[src/rtl/diseqc_pkg.sv]
package diseqc_pkg;
  typedef enum logic [1:0] {
    ST_IDLE,
    ST_GAP,
    ST_SYM,
    ST_BURST
  } seqState_t;

  typedef struct packed {
    logic clrPtr;
    logic advBit;
  } dpStrobe_t;

  localparam logic [2:0] MODE_MSG   = 3'd0;
  localparam logic [2:0] MODE_BURST = 3'd4;
  localparam logic [7:0] CTRL_KEEP  = 8'b1001_1011;
  localparam int         SYM_UNITS  = 3;
  localparam int         LEN_BASE   = 3;
endpackage

[src/rtl/diseqc_msg_dp.sv]
module diseqc_msg_dp
  import diseqc_pkg::*;
#(
  parameter int BYTES  = 6,
  parameter int ADDR_W = 3
) (
  input  logic              clk,
  input  logic              rstN,
  input  logic              wrEn,
  input  logic [ADDR_W-1:0] wrAddr,
  input  logic [7:0]        wrData,
  input  logic              busy,
  input  dpStrobe_t         stb,
  output logic              startReq,
  output logic [7:0]        ctrlRd,
  output logic              burstA,
  output logic              contTone,
  output logic              curBit,
  output logic              lastSym
);
  localparam int IDX_W = $clog2(BYTES);
  localparam logic [ADDR_W-1:0] CTRL_ADDR = ADDR_W'(BYTES);
  localparam logic [ADDR_W-1:0] MODE_ADDR = ADDR_W'(BYTES + 1);

  logic [7:0]       msgBuf [BYTES];
  logic [7:0]       ctrlReg;
  logic [2:0]       modeReg;
  logic [IDX_W-1:0] byteIdx;
  logic [3:0]       bitIdx;
  logic             hostWr;
  logic             modeOk;
  logic             isBurst;
  logic [7:0]       curByte;
  logic [IDX_W-1:0] lastByte;

  assign hostWr   = wrEn && !busy;
  assign modeOk   = (modeReg == MODE_MSG) || (modeReg == MODE_BURST);
  assign startReq = hostWr && (wrAddr == CTRL_ADDR) && wrData[6] && !wrData[4] && modeOk;

  for (genvar s = 0; s < BYTES; s++) begin : g_slot
    always_ff @(posedge clk) begin
      if (!rstN)                                    msgBuf[s] <= '0;
      else if (hostWr && wrAddr == ADDR_W'(s))      msgBuf[s] <= wrData;
    end
  end

  always_ff @(posedge clk) begin
    if (!rstN) begin
      ctrlReg <= '0;
      modeReg <= MODE_MSG;
    end else if (hostWr) begin
      if (wrAddr == CTRL_ADDR) ctrlReg <= wrData & CTRL_KEEP;
      if (wrAddr == MODE_ADDR) modeReg <= wrData[2:0];
    end
  end

  always_ff @(posedge clk) begin
    if (!rstN || stb.clrPtr) begin
      byteIdx <= '0;
      bitIdx  <= '0;
    end else if (stb.advBit) begin
      if (bitIdx == 4'd8) begin
        bitIdx  <= '0;
        byteIdx <= byteIdx + 1'b1;
      end else begin
        bitIdx <= bitIdx + 1'b1;
      end
    end
  end

  assign isBurst  = (modeReg == MODE_BURST);
  assign burstA   = isBurst && !ctrlReg[3];
  assign contTone = ctrlReg[4];
  assign curByte  = msgBuf[byteIdx];
  assign lastByte = IDX_W'(ctrlReg[1:0]) + IDX_W'(LEN_BASE - 1);

  always_comb begin
    if (isBurst)              curBit = 1'b1;
    else if (bitIdx == 4'd8)  curBit = ~^curByte;
    else                      curBit = curByte[3'(4'd7 - bitIdx)];
  end

  assign lastSym = (bitIdx == 4'd8) && (isBurst || byteIdx == lastByte);
  assign ctrlRd  = ctrlReg | (busy ? 8'h00 : 8'h40);
endmodule

[src/rtl/diseqc_seq_ctrl.sv]
module diseqc_seq_ctrl
  import diseqc_pkg::*;
#(
  parameter int UNIT_CYCLES = 25000,
  parameter int GAP_UNITS   = 30,
  parameter int BURST_UNITS = 25
) (
  input  logic      clk,
  input  logic      rstN,
  input  logic      startReq,
  input  logic      burstA,
  input  logic      curBit,
  input  logic      lastSym,
  input  logic      contTone,
  output logic      busy,
  output logic      toneOut,
  output dpStrobe_t stb
);
  localparam int CYC_W  = $clog2(UNIT_CYCLES + 1);
  localparam int UCNT_W = $clog2(GAP_UNITS + BURST_UNITS + SYM_UNITS + 1);

  seqState_t         state;
  logic [CYC_W-1:0]  cycCnt;
  logic [UCNT_W-1:0] unitCnt;
  logic              unitTick;
  logic              symEnd;

  assign unitTick = (cycCnt == CYC_W'(UNIT_CYCLES - 1));
  assign symEnd   = unitTick && (unitCnt == UCNT_W'(SYM_UNITS - 1));

  always_ff @(posedge clk) begin
    if (!rstN) begin
      state   <= ST_IDLE;
      cycCnt  <= '0;
      unitCnt <= '0;
    end else if (state == ST_IDLE) begin
      cycCnt  <= '0;
      unitCnt <= '0;
      if (startReq) state <= ST_GAP;
    end else begin
      cycCnt <= unitTick ? '0 : cycCnt + 1'b1;
      if (unitTick) begin
        unitCnt <= unitCnt + 1'b1;
        case (state)
          ST_GAP: if (unitCnt == UCNT_W'(GAP_UNITS - 1)) begin
            unitCnt <= '0;
            state   <= burstA ? ST_BURST : ST_SYM;
          end
          ST_SYM: if (symEnd) begin
            unitCnt <= '0;
            if (lastSym) state <= ST_IDLE;
          end
          ST_BURST: if (unitCnt == UCNT_W'(BURST_UNITS - 1)) begin
            unitCnt <= '0;
            state   <= ST_IDLE;
          end
          default: state <= ST_IDLE;
        endcase
      end
    end
  end

  always_comb begin
    stb.clrPtr = (state == ST_GAP);
    stb.advBit = (state == ST_SYM) && symEnd && !lastSym;
  end

  always_comb begin
    case (state)
      ST_IDLE:  toneOut = contTone;
      ST_SYM:   toneOut = (unitCnt < (curBit ? UCNT_W'(1) : UCNT_W'(2)));
      ST_BURST: toneOut = 1'b1;
      default:  toneOut = 1'b0;
    endcase
  end

  assign busy = (state != ST_IDLE);
endmodule

[src/rtl/diseqc_tone_master.sv]
module diseqc_tone_master
  import diseqc_pkg::*;
#(
  parameter int BYTES       = 6,
  parameter int ADDR_W      = 3,
  parameter int UNIT_CYCLES = 25000,
  parameter int GAP_UNITS   = 30,
  parameter int BURST_UNITS = 25
) (
  input  logic              clk,
  input  logic              rstN,
  input  logic              wrEn,
  input  logic [ADDR_W-1:0] wrAddr,
  input  logic [7:0]        wrData,
  output logic [7:0]        ctrlRd,
  output logic              toneOut
);
  dpStrobe_t stb;
  logic busy, startReq, burstA, contTone, curBit, lastSym;

  diseqc_msg_dp #(.BYTES(BYTES), .ADDR_W(ADDR_W)) dp_i (
    .clk(clk), .rstN(rstN), .wrEn(wrEn), .wrAddr(wrAddr), .wrData(wrData),
    .busy(busy), .stb(stb), .startReq(startReq), .ctrlRd(ctrlRd),
    .burstA(burstA), .contTone(contTone), .curBit(curBit), .lastSym(lastSym)
  );

  diseqc_seq_ctrl #(
    .UNIT_CYCLES(UNIT_CYCLES), .GAP_UNITS(GAP_UNITS), .BURST_UNITS(BURST_UNITS)
  ) ctrl_i (
    .clk(clk), .rstN(rstN), .startReq(startReq), .burstA(burstA),
    .curBit(curBit), .lastSym(lastSym), .contTone(contTone),
    .busy(busy), .toneOut(toneOut), .stb(stb)
  );
endmodule

[config.mk]
export PLATFORM = sky130hd
export DESIGN_NAME = diseqc_tone_master
export DESIGN_NICKNAME = d
export VERILOG_FILES = /design/src/rtl/diseqc_pkg.sv /design/src/rtl/diseqc_msg_dp.sv /design/src/rtl/diseqc_seq_ctrl.sv /design/src/rtl/diseqc_tone_master.sv
export SDC_FILE = /design/constraint.sdc
export NUM_CORES = 1
export LEC_CHECK = 0
export BUFFER_PORTS_ARGS = -buffer_cell sky130_fd_sc_hd__buf_2
export CELL_PAD_IN_SITES_DETAIL_PLACEMENT = 0
export CELL_PAD_IN_SITES_GLOBAL_PLACEMENT = 1
export CORE_MARGIN = 1.5
export CORE_UTILIZATION = 40
export DETAILED_ROUTE_END_ITERATION = 10
export PLACE_DENSITY = 0.79
export SETUP_SLACK_MARGIN = 0.3
export SYNTH_ARGS = -nofsm -noshare
export SYNTH_HDL_FRONTEND = slang
export SYNTH_SLANG_ARGS = --single-unit
[constraint.sdc]
create_clock -name clk -period 3.5 [get_ports clk]
set_input_delay 0.175 -clock clk [delete_from_list [all_inputs] [get_ports clk]]
set_output_delay 0.175 -clock clk [all_outputs]
set_load 0.03 [all_outputs]
==> metrics, run 1 <==
status=finished, violations left; failing checks=setup timing; syn avg cell area=11.1 um2; DR iter-0 viols=174; crit end category=output port; layout cell share with drive strength beyond 1=a little over a fifth; largest net degree at the start of global routing=21; Hold Fails Final Rpt=0; gr usage total=about 18%; pre-CTS setup slack=-0.0481 ns; Slew Viols, Final=0; Synth cell types=48; Final min period=approximately 3.8 ns; worst reg-to-reg setup slack=0.79 ns; die area=roughly 12,000 um2; critical path required time=3.32 ns; Final ANT Viol Nets=0; Mapped Cells=between 400 and 500; clk buf depth=2; vias in the first global route=approximately 3,000; H-tree levels=3; clock insertion delay at the later pin of the skew report=0.36 ns; number of detailed-route iterations in the first pass=4; upper clock frequency limit=about 260 MHz; initial core utilization=roughly 41%; IO Count=23; critical path class=flip-flop to output port; Rel. slew slack=a little under half; register bit total from synthesis=89; Num CTS Buffers=9; Worst Tran Pin Value=about 0.81 ns; asr flop ratio synth=0%; leak pwr=just under 2 nW; mapped cell area=around 4500 um2; vias per cell=between 5 and 6; CTS tree=done; clk_skew=approximately 0.0093 ns; Max-Cap Viols=0; dominant synthesized flop cell=edfxtp_1; Layout area overhead=15.4%; period utilization=110%; die span in y=109 um; final wirelength=roughly 9500 um; gr ovfl total=0; WP data arrival=roughly 3.7 ns; first-pass GRT wire length=15,400 um; DR vias=roughly 3,000; Core ar.=between 10,000 and 15,000 um2; Post-synth EDFFs=48; hold crit path type=input port to flip-flop; Peak VDD IR=roughly 230 uV; Port Buf Inserts=20; setup total negative slack=-0.339 ns; GP Congestion=between 0.9 and 1; routed length per instance=16.2 um; nets=roughly 460; drc violations=0; Antenna Diode Count=0; row count=38; Critical Path Fanout Max=7; clock sinks=slightly below 90; post-DP HPWL=around 6900 um; Total Power=about 0.0020 W; antenna violations before repair=0; post-route worst setup slack=-0.339 ns; WHS=between 0.15 and 0.2 ns; Worst-path clk slew=0.09 ns; YS warnings=0; Pwr Density=roughly 380 nW/um2; Die X-Extent=109 um; CTS Root Cell=clkbuf_8; final setup fails=1; sequential fraction of the synthesis area=50.7%; CP Launch Type=flip-flop; unrepaired setup endpoints after global routing=true
[placed cells by master (no fill, tap or decap), drive strengths merged, types with 9 or more instances in the layout]
cell and count:
xnor2 12, inv 9, xor2 18, o21ai 17
a21oi 10, edfxtp 48, ha 9, nor2b 10
nor2 37, dfxtp 41, mux2 16, clkbuf 13
nand2 25, mux4 9, nand3 12, and2 49
mux2i 15, buf 38
[critical path, cell delays in order, from the launching register on]
cell	delay (ns)
dfxtp_4	0.37
buf_12	0.14
buf_4	0.14
mux2_4	0.29
mux4_2	0.51
nand4_1	0.11
nand2_2	0.07
nor4_4	0.29
buf_4	0.15
o21ai_1	0.06
ha_2	0.16
or3b_4	0.37
or4_4	0.44
nand3_4	0.08
buf_6	0.13
[repair_timing]
action / CTS / global route
resized for setup: 7 / 6
setup buffers: 4 / 3
pin swaps: 1 / 4
cloned: 0 / 1
hold buffers: 0 / 0
endpoints found under the setup margin: 1 / 1
[area by class of cell]
type | count | area (um2)
fillers | 997 | 5690
clock buffers | 12 | 145
clock inverters | 4 | 52.6
flip-flops and latches | 89 | 2270
multi-input cells | 290 | 2180
repair buffers | 39 | 304
inverters | 9 | 33.8
well taps | 140 | 175
[registers in the layout, indices dropped and copies added, names as in the netlist, named ones only]
name	count
dp_i.ctrlReg	5
ctrl_i.unitCnt	6
ctrl_i.cycCnt	15
dp_i.bitIdx	4
ctrl_i.state	2
dp_i.msgBuf	48
dp_i.modeReg	3
dp_i.byteIdx	3
[cell families (layout without fill, tap and decap cells)]
kind of cell	after synthesis	after routing	share of synthesized area, %
xor gates and xnor gates	30	30	6.06
and+or+nand+nor	173	173	21.5
adders and majority gates	9	9	2.52
AOI/OAI and AO/OA	36	36	4.65
buffers and inverters	24	64	2.58
other	1	2	0.0840
DFF	89	89	50.7
muxes	40	40	11.9
[per-layer routing]
layer	GRT usage, %	vias up	part of all wire, %
met4	5.92	0	1.5
li1	-	1480	-
met3	3.77	10	3.4
met5	0	-	0
met1	23.8	1462	47
met2	28.0	53	48
[path summary, 6_finish.rpt]
path,to,startpoint,cells after the start
min reg2reg,ctrl_i.cycCnt[0],ctrl_i.cycCnt[0],1
max,toneOut,flip-flop,14
min,dp_i.ctrlReg[7],wrData[7],3
max reg2reg,dp_i.byteIdx[0],ctrl_i.cycCnt[11],7
[synth_stat cells, types with 5 or more instances]
library cell,count,share of area (%)
and2_1,49,6.9
ha_1,9,2.5
nor2b_1,10,1.4
o21ai_0,16,1.8
mux2i_1,15,3.4
nand3_1,12,1.3
nor2_1,37,3.1
mux2_2,9,2.3
nand4_1,8,1.1
xnor2_1,11,2.2
nand2_1,25,2.1
dfxtp_1,41,18
mux4_2,9,4.5
xor2_1,18,3.5
mux2_1,7,1.8
nor4_1,5,0.70
inv_1,9,0.76
clkbuf_1,8,0.67
edfxtp_1,48,32
a21oi_1,10,1.1
[per-stage QoR]
step	util [%]	area, um2	cells
after CTS	46.7	5060	579
after detailed placement	44.3	4800	559
after global placement	44.3	4800	559
after floorplan	-	4510	403
after global routing	47.5	5150	583
final	47.5	5150	583
[power breakdown]
| group | total, W | internal, W | leakage, nW | switching, W |
|---|---|---|---|---|
| Sequential | 0.00113 | 0.00112 | 0.850 | 0.0000117 |
| Combinational | 0.000123 | 0.0000546 | 1.04 | 0.0000685 |
| Clock | 0.000718 | 0.000350 | 0.0888 | 0.000368 |
(Power assumes the default switching activity.)
==> inputs of run 2 (changes only) <==
- CTS_BUF_LIST: default -> sky130_fd_sc_hd__clkbuf_4 sky130_fd_sc_hd__clkbuf_8
- CTS_CLUSTER_SIZE: default -> 40
- SYNTH_HIERARCHICAL: default -> 1
==> run 2 against run 1 <==
Compared with the run above: the flow still finishes with violations (setup timing); combinational power is 4% higher; largest cell class unchanged; clock power up 7.4%; sequential share of layout area increased by 1.2 points; largest power group unchanged; cell area is 2.7% lower; critical endpoint unchanged.
==> metrics, run 2 <==
top-count cell post-synth=and2_1; Hold Crit Depth=3; Area contributors post-synth=edfxtp_1 (33%), dfxtp_1 (19%), and2_1 (7.0%); most frequent cells in the layout=and2_1 (49), edfxtp_1 (48), dfxtp_1 (40); Worst Tran Pin Value=~0.7 ns; Critical Path Max Stage Delay=approximately 0.47 ns; Post-synth top cells=and2_1 (49), edfxtp_1 (48), dfxtp_1 (41), nor2_1 (34), xnor2_1 (19); DR iter-0 viols=176; cell mode on critical path=mux4_2; mapped cell area=between 4000 and 5000 um2; leak pwr=roughly 1.8 nW; Final min period=3.54 ns; nets=443; post-DP HPWL=~6200 um; Max-Cap Viols=0; RR Endpoint=dp_i/byteIdx[0]; layout cell share with drive strength beyond 1=around a fifth; CTS Root Cell=clkbuf_8; critical path required time=roughly 3.3 ns; worst r2r src=ctrl_i/cycCnt[4]; Num CTS Buffers=9; CTS tree=done; Crit-path slowest cell=mux4_2; post-synth top area share=approximately a third; largest area contributor in the netlist=edfxtp_1; clk_skew=~0.012 ns; Hold Fails Final Rpt=0; Final Cell Area=5010 um2; upper clock frequency limit=282 MHz; Peak VDD IR=199 uV; row count=38; WP data arrival=approximately 3.4 ns; initial core utilization=approximately 40%; CP Buf/Inv Count=2; Post-DP Area=4650 um2; Antenna Diode Count=0; clock sinks=89; syn avg cell area=approximately 11 um2; hold crit path type=input port to flip-flop; hold_sp=wrData[7]; drc violations=0; Core ar.=about 11,000 um2; Port Buf Inserts=20; Post-CTS Hold Fix Bufs=0; failing checks=setup timing; post-layout util=around 47%; clock insertion delay at the later pin of the skew report=roughly 0.36 ns; Cell Chain, Critical Path=buf_12 -> mux2_2 -> mux4_2 -> mux4_2 -> a221oi_2 -> o21ai_2 -> ha_1 -> o21ai_1 -> nand3b_1 -> a31oi_2 -> buf_6; final wirelength=9130 um; dominant synthesized flop cell=edfxtp_1; biggest regs=dp_i/msgBuf: 48 flops, ctrl_i/cycCnt: 15 flops, ctrl_i/unitCnt: 6 flops; H-tree levels=3; Biggest register=dp_i/msgBuf; Top Family by Delay on Critical Path=multiplexers; clk buf depth=2; routed length per instance=between 15 and 20 um; die span in y=around 110 um; Critical Path Fanout Max=8; Final ANT Viol Nets=0; Min-Delay Endpoint=dp_i/ctrlReg[7]; unrepaired setup endpoints after global routing=true; antenna violations before repair=0; Layout area overhead=14.6%; status=finished, violations left; Synth cell types=52; final setup fails=1; first-pass GRT wire length=between 10,000 and 15,000 um; Worst-path clk slew=0.09 ns; CP Launch Type=flip-flop; crit end category=output port; Total Power=roughly 0.0020 W; setup total negative slack=-0.0407 ns; die area=around 12,000 um2; Post-synth EDFFs=48; critical path class=flip-flop to output port; gr usage total=between 10% and 20%; DR vias=2,900; Mapped Cells=about 380; period utilization=101%; commonest non-fill, non-tap cell in the layout=and2_1; Pwr Density=around 400 nW/um2; vias in the first global route=roughly 2,900; vias per cell=5.13; largest net degree at the start of global routing=25; Largest register FFs=48; YS warnings=6; Slew Viols, Final=0; worst reg-to-reg setup slack=about 0.84 ns; post-route worst setup slack=-0.0407 ns; register bit total from synthesis=a little under 90; GP Congestion=0.828; Rel. slew slack=about half; gr ovfl total=0; number of detailed-route iterations in the first pass=4; IO Count=23; pre-CTS setup slack=roughly 0.18 ns; asr flop ratio synth=0%; sequential fraction of the synthesis area=around 52%; r2r worst-path depth=7; Die X-Extent=108 um
run 2: worst max-delay path by stage:
stage / from / endpoint / cells past startpoint
after global placement: flip-flop / toneOut / 11
after detailed placement: flip-flop / toneOut / 11
after global routing: flip-flop / toneOut / 11
final: flip-flop / toneOut / 11
after CTS: flip-flop / toneOut / 11
after floorplan: flip-flop / toneOut / 11
run 2: area by class of cell:
type	instances	area, um2
Fill cell	993	5730
Sequential cell	89	2270
Multi-Input combinational cell	269	2030
Timing Repair Buffer	39	282
Tap cell	140	175
Clock buffer	10	138
Clock inverter	6	81.3
Inverter	12	45.0
run 2: timing repair:
| action | 4_1_cts | 5_1_grt |
|---|---|---|
| gates cloned | 1 | 0 |
| pin swaps | 3 | 0 |
| setup endpoints to repair | 1 | 1 |
| endpoints found under the hold margin | 0 | 0 |
| setup buffers | 9 | 0 |
| resized for setup | 16 | 2 |
run 2: stage by stage:
step / hold slack, ns / std cells
after floorplan: 0.303 / 385
after global placement: 0.442 / 539
after detailed placement: 0.448 / 539
after CTS: 0.139 / 565
after global routing: 0.161 / 565
final: 0.158 / 565
run 2: logic make-up (layout without fill, tap and decap cells):
family                   after synthesis  in the layout  share of synthesized area [%]
adder cells (fa/ha/maj)                9              9                           2.57
AND/OR/NAND/NOR                      160            160                           20.3
XOR/XNOR                              26             26                           5.20
other                                  1              2                         0.0857
flip-flops                            89             89                           51.7
AO/OA/AOI/OAI                         36             36                           5.23
multiplexers                          36             36                           11.7
buffers and inverters                 27             67                           3.23
run 2: worst reg2reg max path, stage by stage, from the launching register on:
cell     delay (ns)
dfxtp_1        0.34
or4_1          0.51
or4_1          0.78
nor4_1         0.37
buf_4          0.21
nand2_1        0.10
xor2_1         0.20
nor2_1         0.05
run 2: power breakdown:
| part | switching [W] | total, W | internal (W) | leakage (nW) |
|---|---|---|---|---|
| Combinational | 0.0000709 | 0.000128 | 0.0000570 | 0.886 |
| Clock | 0.000355 | 0.000771 | 0.000417 | 0.110 |
| Sequential | 0.0000104 | 0.00114 | 0.00113 | 0.828 |
run 2: per-layer routing:
layer  track usage [%]  routed length, um  vias up
li1                  -                  -     1437
met1              23.3               4410     1394
met2              27.4               4260       56
met3              3.39                330       13
met4              6.48                129        0
met5                 0                  0        -
==> inputs of run 3 (changes only) <==
- GPL_TIMING_DRIVEN: default -> 0
==> run 3 against run 2 <==
Compared with the run above: highest routed layer unchanged; the flow still finishes with violations (setup timing); sequential power is essentially flat; critical path type unchanged; worst hold slack lost 0.0072 ns; clock power shrank 6.7%; global-route usage shrank 0.57 points.
==> metrics, run 3 (synthesized netlist as in run 2, its figures left out) <==
WP depth=12; Die X-Extent=between 100 and 150 um; WP data arrival=3.54 ns; Crit-path slowest cell=mux4_2; GP Congestion=between 0.7 and 0.8; gr usage total=between 10% and 20%; worst reg-to-reg setup slack=0.55 ns; period utilization=106%; Total Power=around 0.0020 W; number of detailed-route iterations in the first pass=4; vias in the first global route=approximately 2,800; critical path class=flip-flop to output port; vias per cell=between 5 and 6; gr ovfl total=0; CTS tree=done; CP Buf/Inv Count=3; drc violations=0; Peak VDD IR=~180 uV; DR vias=around 2,900; Top Family by Delay on Critical Path=multiplexers; H-tree levels=3; r2r worst-path depth=9; CP Launch Type=flip-flop; nets=449; Final Cell Area=4980 um2; commonest non-fill, non-tap cell in the layout=and2_1; clk_skew=about 0.013 ns; critical path required time=3.32 ns; routed length per instance=15.3 um; Rel. slew slack=approximately 14%; Worst Tran Pin Value=approximately 1.3 ns; Slew Viols, Final=0; Num CTS Buffers=9; clk buf depth=2; Max-Cap Viols=0; Final ANT Viol Nets=0; post-DP HPWL=roughly 6300 um; Critical Path Max Stage Delay=~0.5 ns; Worst-path clk slew=approximately 0.090 ns; leak pwr=between 1.5 and 2 nW; Port Buf Inserts=20; Final min period=approximately 3.7 ns; hold crit path type=input port to flip-flop; worst setup path endpoint=toneOut; CTS Root Cell=clkbuf_8; upper clock frequency limit=269 MHz; Biggest register=dp_i/msgBuf; unrepaired setup endpoints after global routing=true; first-pass GRT wire length=~14,000 um; biggest regs=dp_i/msgBuf: 48 flops, ctrl_i/cycCnt: 15 flops, ctrl_i/unitCnt: 6 flops; Antenna Diode Count=0; layout cell share with drive strength beyond 1=between 10% and 20%; failing checks=setup timing; row count=38; clock sinks=~90; pre-CTS setup slack=0.0875 ns; Layout area overhead=13.8%; final setup fails=1; Critical Path Fanout Max=8; cell mode on critical path=mux4_2; Core ar.=approximately 11,000 um2; post-route worst setup slack=-0.211 ns; clock insertion delay at the later pin of the skew report=between 0.3 and 0.4 ns; Largest register FFs=48; status=finished, violations left; die span in y=108 um; Hold Fails Final Rpt=0; IO Count=23; worst r2r src=ctrl_i/cycCnt[4]; Post-CTS Hold Fix Bufs=0; die area=about 12,000 um2; Pwr Density=around 400 nW/um2; antenna violations before repair=0; crit end category=output port; most frequent cells in the layout=and2_1 (49), edfxtp_1 (48), dfxtp_1 (40); DR iter-0 viols=about 160; initial core utilization=40.7%; Cell Chain, Critical Path=buf_8 -> clkbuf_16 -> mux2_4 -> mux4_2 -> mux4_2 -> a221oi_2 -> o21ai_2 -> ha_1 -> o21ai_1 -> nand3b_1 -> a31oi_2 -> buf_6; Post-DP Area=~4700 um2; largest net degree at the start of global routing=16; post-layout util=a little under half; final wirelength=between 8000 and 9000 um
==> run 3: changes by cell type in the layout (fill, tap and decap cells not counted), moves of 3 or more <==
cell,previous run,this run
buf_2,19,24
buf_4,17,11
clkbuf_1,0,5
mux2_1,1,4
mux2_2,2,6
mux2_4,13,6
o21ai_0,11,8
o21ai_1,1,4
==> run 3: worst min path at each step <==
stage | cells past startpoint | startpoint | end
floorplan | 1 | rstN | dp_i/ctrlReg[0]
global placement | 1 | ctrl_i/cycCnt[0] | ctrl_i/cycCnt[0]
detailed placement | 1 | ctrl_i/cycCnt[0] | ctrl_i/cycCnt[0]
CTS | 2 | wrData[5] | dp_i/msgBuf[2][5]
global route | 2 | wrData[5] | dp_i/msgBuf[2][5]
finish | 2 | wrData[5] | dp_i/msgBuf[2][5]
==> run 3: cell type report <==
cell class                 instances  area (um2)
fill                            1027        5770
inverter                          12        45.0
sequential                        89        2260
timing repair buffer              30         196
multi-input combinational        269        2000
buffer                            15         100
tap                              140         175
clock buffer                      10         131
clock inverter                     6        66.3
==> run 3: repair_timing <==
item | 4_1_cts | 5_1_grt
buffers inserted | 3 | 5
gates resized for setup | 7 | 4
endpoints found under the setup margin | 1 | 9
cloned | 0 | 1
pin swaps | 2 | 3
==> run 3: per-layer routing <==
| layer | share of wire, % | up-vias | track usage, % |
|---|---|---|---|
| li1 | - | 1442 | - |
| met5 | 0 | - | 0 |
| met2 | 49 | 30 | 27.4 |
| met1 | 47 | 1376 | 21.7 |
| met4 | 1.2 | 0 | 4.79 |
| met3 | 2.7 | 9 | 4.24 |
==> run 3: report_power, final <==
part / leakage [nW] / internal (W) / switching [W]
registers: 0.828 / 0.00113 / 0.00000841
logic: 0.873 / 0.0000503 / 0.0000694
clock network: 0.0976 / 0.000340 / 0.000378
==> run 3: metrics by stage <==
step | hold slack (ns) | setup TNS (ns) | cells
4_1_cts | 0.139 | -0.250 | 564
3_3_place_gp | 0.444 | 0 | 545
3_5_place_dp | 0.480 | 0 | 545
6_report | 0.150 | -0.211 | 571
5_1_grt | 0.148 | -0.334 | 571
2_1_floorplan | 0.303 | 0 | 385
==> run 3: worst register-to-register path: cells and delay by family (launching register included) <==
family	cells	cell delay (ns)
simple gates	5	1.59
xor+xnor	1	0.21
buf+inv	3	0.70
flops	1	0.34
